`src/rtl/uart_rx_pkg.sv`:
```
package uart_rx_pkg;
  localparam int DATA_W = 8;
  localparam int LEN_W  = 2;
  localparam int IDX_W  = $clog2(DATA_W);

  typedef enum logic [2:0] {
    ST_IDLE,
    ST_START,
    ST_DATA,
    ST_PAR,
    ST_STOP1,
    ST_STOP2
  } rx_state_e;

  typedef struct packed {
    logic [LEN_W-1:0] len;
    logic             par_en;
    logic             par_odd;
    logic             two_stop;
  } rx_cfg_t;

  typedef struct packed {
    logic [DATA_W-1:0] data;
    logic              perr;
    logic              ferr;
    logic              brk;
  } rx_char_t;

  // Index of the last data bit: code 0 -> bit 7, code 3 -> bit 4.
  function automatic logic [IDX_W-1:0] last_bit_idx(input logic [LEN_W-1:0] code);
    return IDX_W'(DATA_W - 1) - IDX_W'(code);
  endfunction
endpackage

```
`src/rtl/uart_rx_sync.sv`:
```
module uart_rx_sync #(
  parameter int STAGES = 2
) (
  input  logic clk,
  input  logic rst_n,
  input  logic din,
  output logic dout
);
  logic [STAGES-1:0] chain;

  generate
    for (genvar g = 0; g < STAGES; g++) begin : g_stage
      always_ff @(posedge clk or negedge rst_n) begin
        if (!rst_n) chain[g] <= 1'b1;
        else if (g == 0) chain[g] <= din;
        else chain[g] <= chain[(g == 0) ? 0 : g-1];
      end
    end
  endgenerate

  assign dout = chain[STAGES-1];
endmodule

```
`src/rtl/uart_rx_sampler.sv`:
```
module uart_rx_sampler
  import uart_rx_pkg::*;
#(
  parameter int OVERSAMPLE = 4
) (
  input  logic     clk,
  input  logic     rst_n,
  input  logic     tick,
  input  logic     line,
  input  rx_cfg_t  cfg_in,
  output logic     done,
  output rx_char_t done_char
);
  localparam int TW   = (OVERSAMPLE > 2) ? $clog2(OVERSAMPLE) : 1;
  localparam int HALF = OVERSAMPLE / 2;
  localparam logic [TW-1:0] T_MID  = TW'(HALF - 1);
  localparam logic [TW-1:0] T_LAST = TW'(OVERSAMPLE - 1);

  rx_state_e         state;
  rx_cfg_t           cfg_q;
  logic [TW-1:0]     tcnt;
  logic [IDX_W-1:0]  bcnt;
  logic [DATA_W-1:0] shreg;
  logic              par_bit;
  logic              stop_bad;
  logic              prev_line;

  logic bit_due;
  logic mid_due;
  assign bit_due = tick && (tcnt == T_LAST);
  assign mid_due = tick && (tcnt == T_MID);

  // Result of the final stop sample, formed from the current line level.
  logic     fin_ferr;
  logic     fin_perr;
  rx_char_t fin_char;
  always_comb begin
    fin_ferr = stop_bad | ~line;
    fin_perr = cfg_q.par_en & ((^shreg) ^ par_bit ^ cfg_q.par_odd);
    fin_char.data = shreg;
    fin_char.perr = fin_perr;
    fin_char.ferr = fin_ferr;
    fin_char.brk  = fin_ferr & (shreg == '0);
  end

  logic finish;
  assign finish = bit_due &&
                  (((state == ST_STOP1) && !cfg_q.two_stop) || (state == ST_STOP2));

  always_ff @(posedge clk or negedge rst_n) begin
    if (!rst_n) begin
      state     <= ST_IDLE;
      cfg_q     <= '0;
      tcnt      <= '0;
      bcnt      <= '0;
      shreg     <= '0;
      par_bit   <= 1'b0;
      stop_bad  <= 1'b0;
      prev_line <= 1'b1;
    end else if (tick) begin
      unique case (state)
        ST_IDLE: begin
          prev_line <= line;
          if (prev_line && !line) begin
            state <= ST_START;
            tcnt  <= '0;
            cfg_q <= cfg_in;
          end
        end
        ST_START: begin
          if (mid_due) begin
            tcnt  <= '0;
            bcnt  <= '0;
            shreg <= '0;
            stop_bad <= 1'b0;
            if (!line) begin
              state <= ST_DATA;
            end else begin
              state     <= ST_IDLE;
              prev_line <= line;
            end
          end else begin
            tcnt <= tcnt + 1'b1;
          end
        end
        ST_DATA: begin
          if (bit_due) begin
            tcnt <= '0;
            shreg[bcnt] <= line;
            if (bcnt == last_bit_idx(cfg_q.len)) begin
              state <= cfg_q.par_en ? ST_PAR : ST_STOP1;
            end else begin
              bcnt <= bcnt + 1'b1;
            end
          end else begin
            tcnt <= tcnt + 1'b1;
          end
        end
        ST_PAR: begin
          if (bit_due) begin
            tcnt    <= '0;
            par_bit <= line;
            state   <= ST_STOP1;
          end else begin
            tcnt <= tcnt + 1'b1;
          end
        end
        ST_STOP1: begin
          if (bit_due) begin
            tcnt     <= '0;
            stop_bad <= ~line;
            if (cfg_q.two_stop) begin
              state <= ST_STOP2;
            end else begin
              state     <= ST_IDLE;
              prev_line <= line;
            end
          end else begin
            tcnt <= tcnt + 1'b1;
          end
        end
        ST_STOP2: begin
          if (bit_due) begin
            tcnt      <= '0;
            state     <= ST_IDLE;
            prev_line <= line;
          end else begin
            tcnt <= tcnt + 1'b1;
          end
        end
        default: state <= ST_IDLE;
      endcase
    end
  end

  always_ff @(posedge clk or negedge rst_n) begin
    if (!rst_n) begin
      done      <= 1'b0;
      done_char <= '0;
    end else begin
      done <= finish;
      if (finish) done_char <= fin_char;
    end
  end
endmodule

```
`src/rtl/uart_rx_outbuf.sv`:
```
module uart_rx_outbuf
  import uart_rx_pkg::*;
(
  input  logic     clk,
  input  logic     rst_n,
  input  logic     done,
  input  rx_char_t done_char,
  input  logic     err_clear,
  output logic     out_valid,
  input  logic     out_ready,
  output rx_char_t out_char,
  output logic     sticky_perr,
  output logic     sticky_ferr
);
  logic can_load;
  assign can_load = !out_valid || out_ready;

  always_ff @(posedge clk or negedge rst_n) begin
    if (!rst_n) begin
      out_valid <= 1'b0;
      out_char  <= '0;
    end else begin
      if (out_valid && out_ready) out_valid <= 1'b0;
      if (done && can_load) begin
        out_valid <= 1'b1;
        out_char  <= done_char;
      end
    end
  end

  always_ff @(posedge clk or negedge rst_n) begin
    if (!rst_n) begin
      sticky_perr <= 1'b0;
      sticky_ferr <= 1'b0;
    end else begin
      if (done && done_char.perr) sticky_perr <= 1'b1;
      else if (err_clear)         sticky_perr <= 1'b0;
      if (done && done_char.ferr) sticky_ferr <= 1'b1;
      else if (err_clear)         sticky_ferr <= 1'b0;
    end
  end
endmodule

```
`src/rtl/uart_rx_framer.sv`:
```
module uart_rx_framer
  import uart_rx_pkg::*;
#(
  parameter int OVERSAMPLE  = 4,
  parameter int SYNC_STAGES = 2
) (
  input  logic              clk,
  input  logic              rst_n,
  input  logic              os_tick,
  input  logic              rx_line,
  input  logic [LEN_W-1:0]  cfg_len,
  input  logic              cfg_par_en,
  input  logic              cfg_par_odd,
  input  logic              cfg_two_stop,
  input  logic              err_clear,
  output logic              rxo_valid,
  input  logic              rxo_ready,
  output logic [DATA_W-1:0] rxo_data,
  output logic              rxo_perr,
  output logic              rxo_ferr,
  output logic              rxo_brk,
  output logic              sticky_perr,
  output logic              sticky_ferr
);
  logic     line_s;
  rx_cfg_t  cfg_in;
  logic     done;
  rx_char_t done_char;
  rx_char_t out_char;

  assign cfg_in.len      = cfg_len;
  assign cfg_in.par_en   = cfg_par_en;
  assign cfg_in.par_odd  = cfg_par_odd;
  assign cfg_in.two_stop = cfg_two_stop;

  uart_rx_sync #(.STAGES(SYNC_STAGES)) i_sync (
    .clk  (clk),
    .rst_n(rst_n),
    .din  (rx_line),
    .dout (line_s)
  );

  uart_rx_sampler #(.OVERSAMPLE(OVERSAMPLE)) i_sampler (
    .clk      (clk),
    .rst_n    (rst_n),
    .tick     (os_tick),
    .line     (line_s),
    .cfg_in   (cfg_in),
    .done     (done),
    .done_char(done_char)
  );

  uart_rx_outbuf i_outbuf (
    .clk        (clk),
    .rst_n      (rst_n),
    .done       (done),
    .done_char  (done_char),
    .err_clear  (err_clear),
    .out_valid  (rxo_valid),
    .out_ready  (rxo_ready),
    .out_char   (out_char),
    .sticky_perr(sticky_perr),
    .sticky_ferr(sticky_ferr)
  );

  assign rxo_data = out_char.data;
  assign rxo_perr = out_char.perr;
  assign rxo_ferr = out_char.ferr;
  assign rxo_brk  = out_char.brk;
endmodule

```
`config.mk`:
```
export PLATFORM = sky130hd
export DESIGN_NAME = uart_rx_framer
export DESIGN_NICKNAME = d
export VERILOG_FILES = /design/src/rtl/uart_rx_pkg.sv /design/src/rtl/uart_rx_sync.sv /design/src/rtl/uart_rx_sampler.sv /design/src/rtl/uart_rx_outbuf.sv /design/src/rtl/uart_rx_framer.sv
export SDC_FILE = /design/constraint.sdc
export NUM_CORES = 1
export LEC_CHECK = 0
export ABC_AREA = 1
export CORE_MARGIN = 2
export CORE_UTILIZATION = 45
export DETAILED_ROUTE_END_ITERATION = 12
export PLACE_DENSITY = 0.65
export SYNTH_ARGS = -nofsm -noshare
export SYNTH_HDL_FRONTEND = slang
export SYNTH_SLANG_ARGS = --single-unit
```
`constraint.sdc`:
```
create_clock -name clk -period 3.4 [get_ports clk]
set_input_delay 0.85 -clock clk [delete_from_list [all_inputs] [get_ports clk]]
set_output_delay 0.85 -clock clk [all_outputs]
set_load 0.01 [all_outputs]
```
==> qor.csv <==
metric,value,unit
dieArea,6610,sq um
min_period,2340,ps
post_cts_resized,0,
synth_area_leaders,"dfrtp_1 (46%), nand2_1 (14%), nand3_1 (8.4%)",
worstSetupStartpointType,input port,
hold_buffers,0,
p_leak,0.00156,uW
routed_wl,4760,um
drc,0,
combPwrFrac,32.1,%
hold_path_depth,0,
critical_path.max_fanout,23,
p_clk_share,26.0,%
synth.avg_cell_area,8.20,sq um
yosysWarnings,0,
cp-end-kind,flop,
rsz0062_at_grt,no,
p_switching,694,uW
synth_cells,328,
arrival,2540,ps
rr_worst_depth,7,
slew-limit-headroom,55.0,%
synth.yosys.seq_area_share,48.5,%
synthFlopType,dfrtp_1,
nFillCells,543,
track_usage,16.3,%
finalHoldViolations,0,
die_x,81.3,um
num_vias,2090,
ys_seq_elements,52,
hp-start,i_sync.chain[0],
final_cell_area,3110,sq um
finalWorstSetupSlack,1060,ps
total_power,1890,uW
clock-skew-final,6.77,ps
synthTopCellsByCount,"nand2_1 (98), dfrtp_1 (49), inv_1 (47), nand3_1 (45), o21ai_0 (22)",
diodes,0,
ios,25,
dpl_cell_area,2970,sq um
cts_tree,built,
worstPathRequired,3600,ps
peakVddDrop,0.329,mV
hpwl,3650,um
ant_nets,0,
min_to,i_sync.dout,
numCtsBuffers,5,
clk_path_buf_depth,2,
initial_core_util,46.0,%
cts_setup_buffers,0,
clock_latency,300,ps
antenna_found_initial,0,
synth_edf_count,0,
cap_violations,0,
ff2ff_setup_slack,1430,ps
rows,28,
clockRootBuffer,clkbuf_8,
drt-pass1-iter-count,4,
grt_first_pass_wirelength,8580,um
coreArea,5850,sq um
yosysMostFrequentCell,nand2_1,
final_net_count,373,
rr_startpoint,i_sampler.state[2],
timing.rr.end,i_sampler.shreg[6],
portBuffers,24,
overflow,0,
async_flop_share,100,%
seqPwrFrac,41.9,%
clock_sinks,52,
routedWlPerCell,11.1,um
pre_cts_slack,743,ps
area_growth,15.5,%
crit_type,input port to flop,
drtIter0Drc,77,
worstHoldPathType,flop to flop,
drive_above_1_share,10.5,%
place_congestion,0.876,
setup_tns,0,ps
synth_top_area_share,45.6,%
cts.clk_slew.worst_paths,90,ps
outcome,"finished, final reports clean",
grt_pass1_vias,1931,
h-tree-depth,2,
grt_start_max_net_pins,33,
powerDensity,610,nW/um^2
dieHeight,81.3,um
drt-vias-per-instance,4.88,
finalSetupViolCount,0,
synth_cell_types,25,
syn-cell-area,2690,sq um
period_share,68.8,%
yosys.area.top_type,dfrtp_1,
maxSlewViolCount,0,
switching_share,36.6,%
synth_nets,349,
finalHoldWorstSlack,361,ps
max_freq,427,MHz
intPower,1200,uW
worst_pin_slew,672,ps
power by group through the flow:
stage,clock network [uW],registers [uW],logic (uW)
after floorplan,0,771,516
after global placement,0,804,605
after detailed placement,0,805,612
after CTS,510,793,615
after global routing,533,809,705
final,494,793,608
per-stage QoR:
stage	instances	utilization, %
after floorplan	328	-
after global placement	420	50.8
after detailed placement	420	50.8
after CTS	428	53.1
after global routing	428	53.1
final	428	53.1
registers in the layout (all words and copies together), names as in the netlist, 2 cells and up:
| name | flops |
|---|---|
| i_outbuf.out_char | 11 |
| i_sampler.done_char | 11 |
| i_sampler.state | 3 |
| i_sampler.cfg_q | 5 |
| i_sampler.bcnt | 3 |
| i_sampler.shreg | 8 |
| i_sampler.tcnt | 2 |
metal layers:
metal  global-route usage (%)  vias to the layer above  part of all wire, %
met5                        0                        -                    0
met4                     4.24                        0                 0.92
met3                     2.67                        6                  4.2
met2                     27.4                       43                   47
met1                     21.9                      953                   48
li1                         -                     1088                    -
worst max path at each step:
stage,start,endpoint,slack (ps)
2_1_floorplan,rxo_ready,i_outbuf.out_char[0],1690
3_5_place_dp,os_tick,i_sampler.done_char[0],740
4_1_cts,os_tick,i_sampler.done_char[0],1040
5_1_grt,os_tick,i_sampler.done_char[0],840
6_report,os_tick,i_sampler.done_char[0],1060
3_3_place_gp,os_tick,i_sampler.done_char[0],820
worst max-delay path, cell delays in order:
cell,delay (ps)
clkdlybuf4s50_1,560
nand2_1,130
inv_2,110
nand3_1,490
o31ai_1,400
area by class of cell:
class / count / area (sq um) / share of cell area, %
clock inverter: 2 / 60.1 / 1.93
inverter: 51 / 196 / 6.32
clock buffer: 6 / 72.6 / 2.34
sequential: 52 / 1310 / 42.0
timing repair buffer: 25 / 243 / 7.81
multi-input combinational: 217 / 1140 / 36.6
tap: 75 / 93.8 / 3.02
cells in the final DEF (no fill, tap or decap):
cell,instances
mux2_2,9
o211ai_1,1
a21oi_2,1
bufinv_16,2
clkbuf_8,5
buf_4,1
nor3_4,1
nand4_1,4
buf_2,1
nand3_2,2
nor2_4,1
o31ai_1,1
inv_1,47
ha_1,10
nand2_1,98
nand2_2,5
inv_6,1
xnor2_1,1
inv_2,3
dfrtp_1,49
o22ai_1,2
nor2_1,12
dfstp_2,3
clkbuf_1,1
o21ai_0,22
nor2_2,2
nand3_1,45
clkdlybuf4s50_1,23
cells by family after synthesis:
group	count (synthesis)	share of synthesized area [%]
buffers and inverters	59	9.21
adders and majority gates	10	4.65
muxes	9	3.77
and+or+nand+nor	170	28.1
AOI/OAI and AO/OA	27	5.44
xor gates and xnor gates	1	0.326
DFF	52	48.5
(Power assumes the default switching activity.)
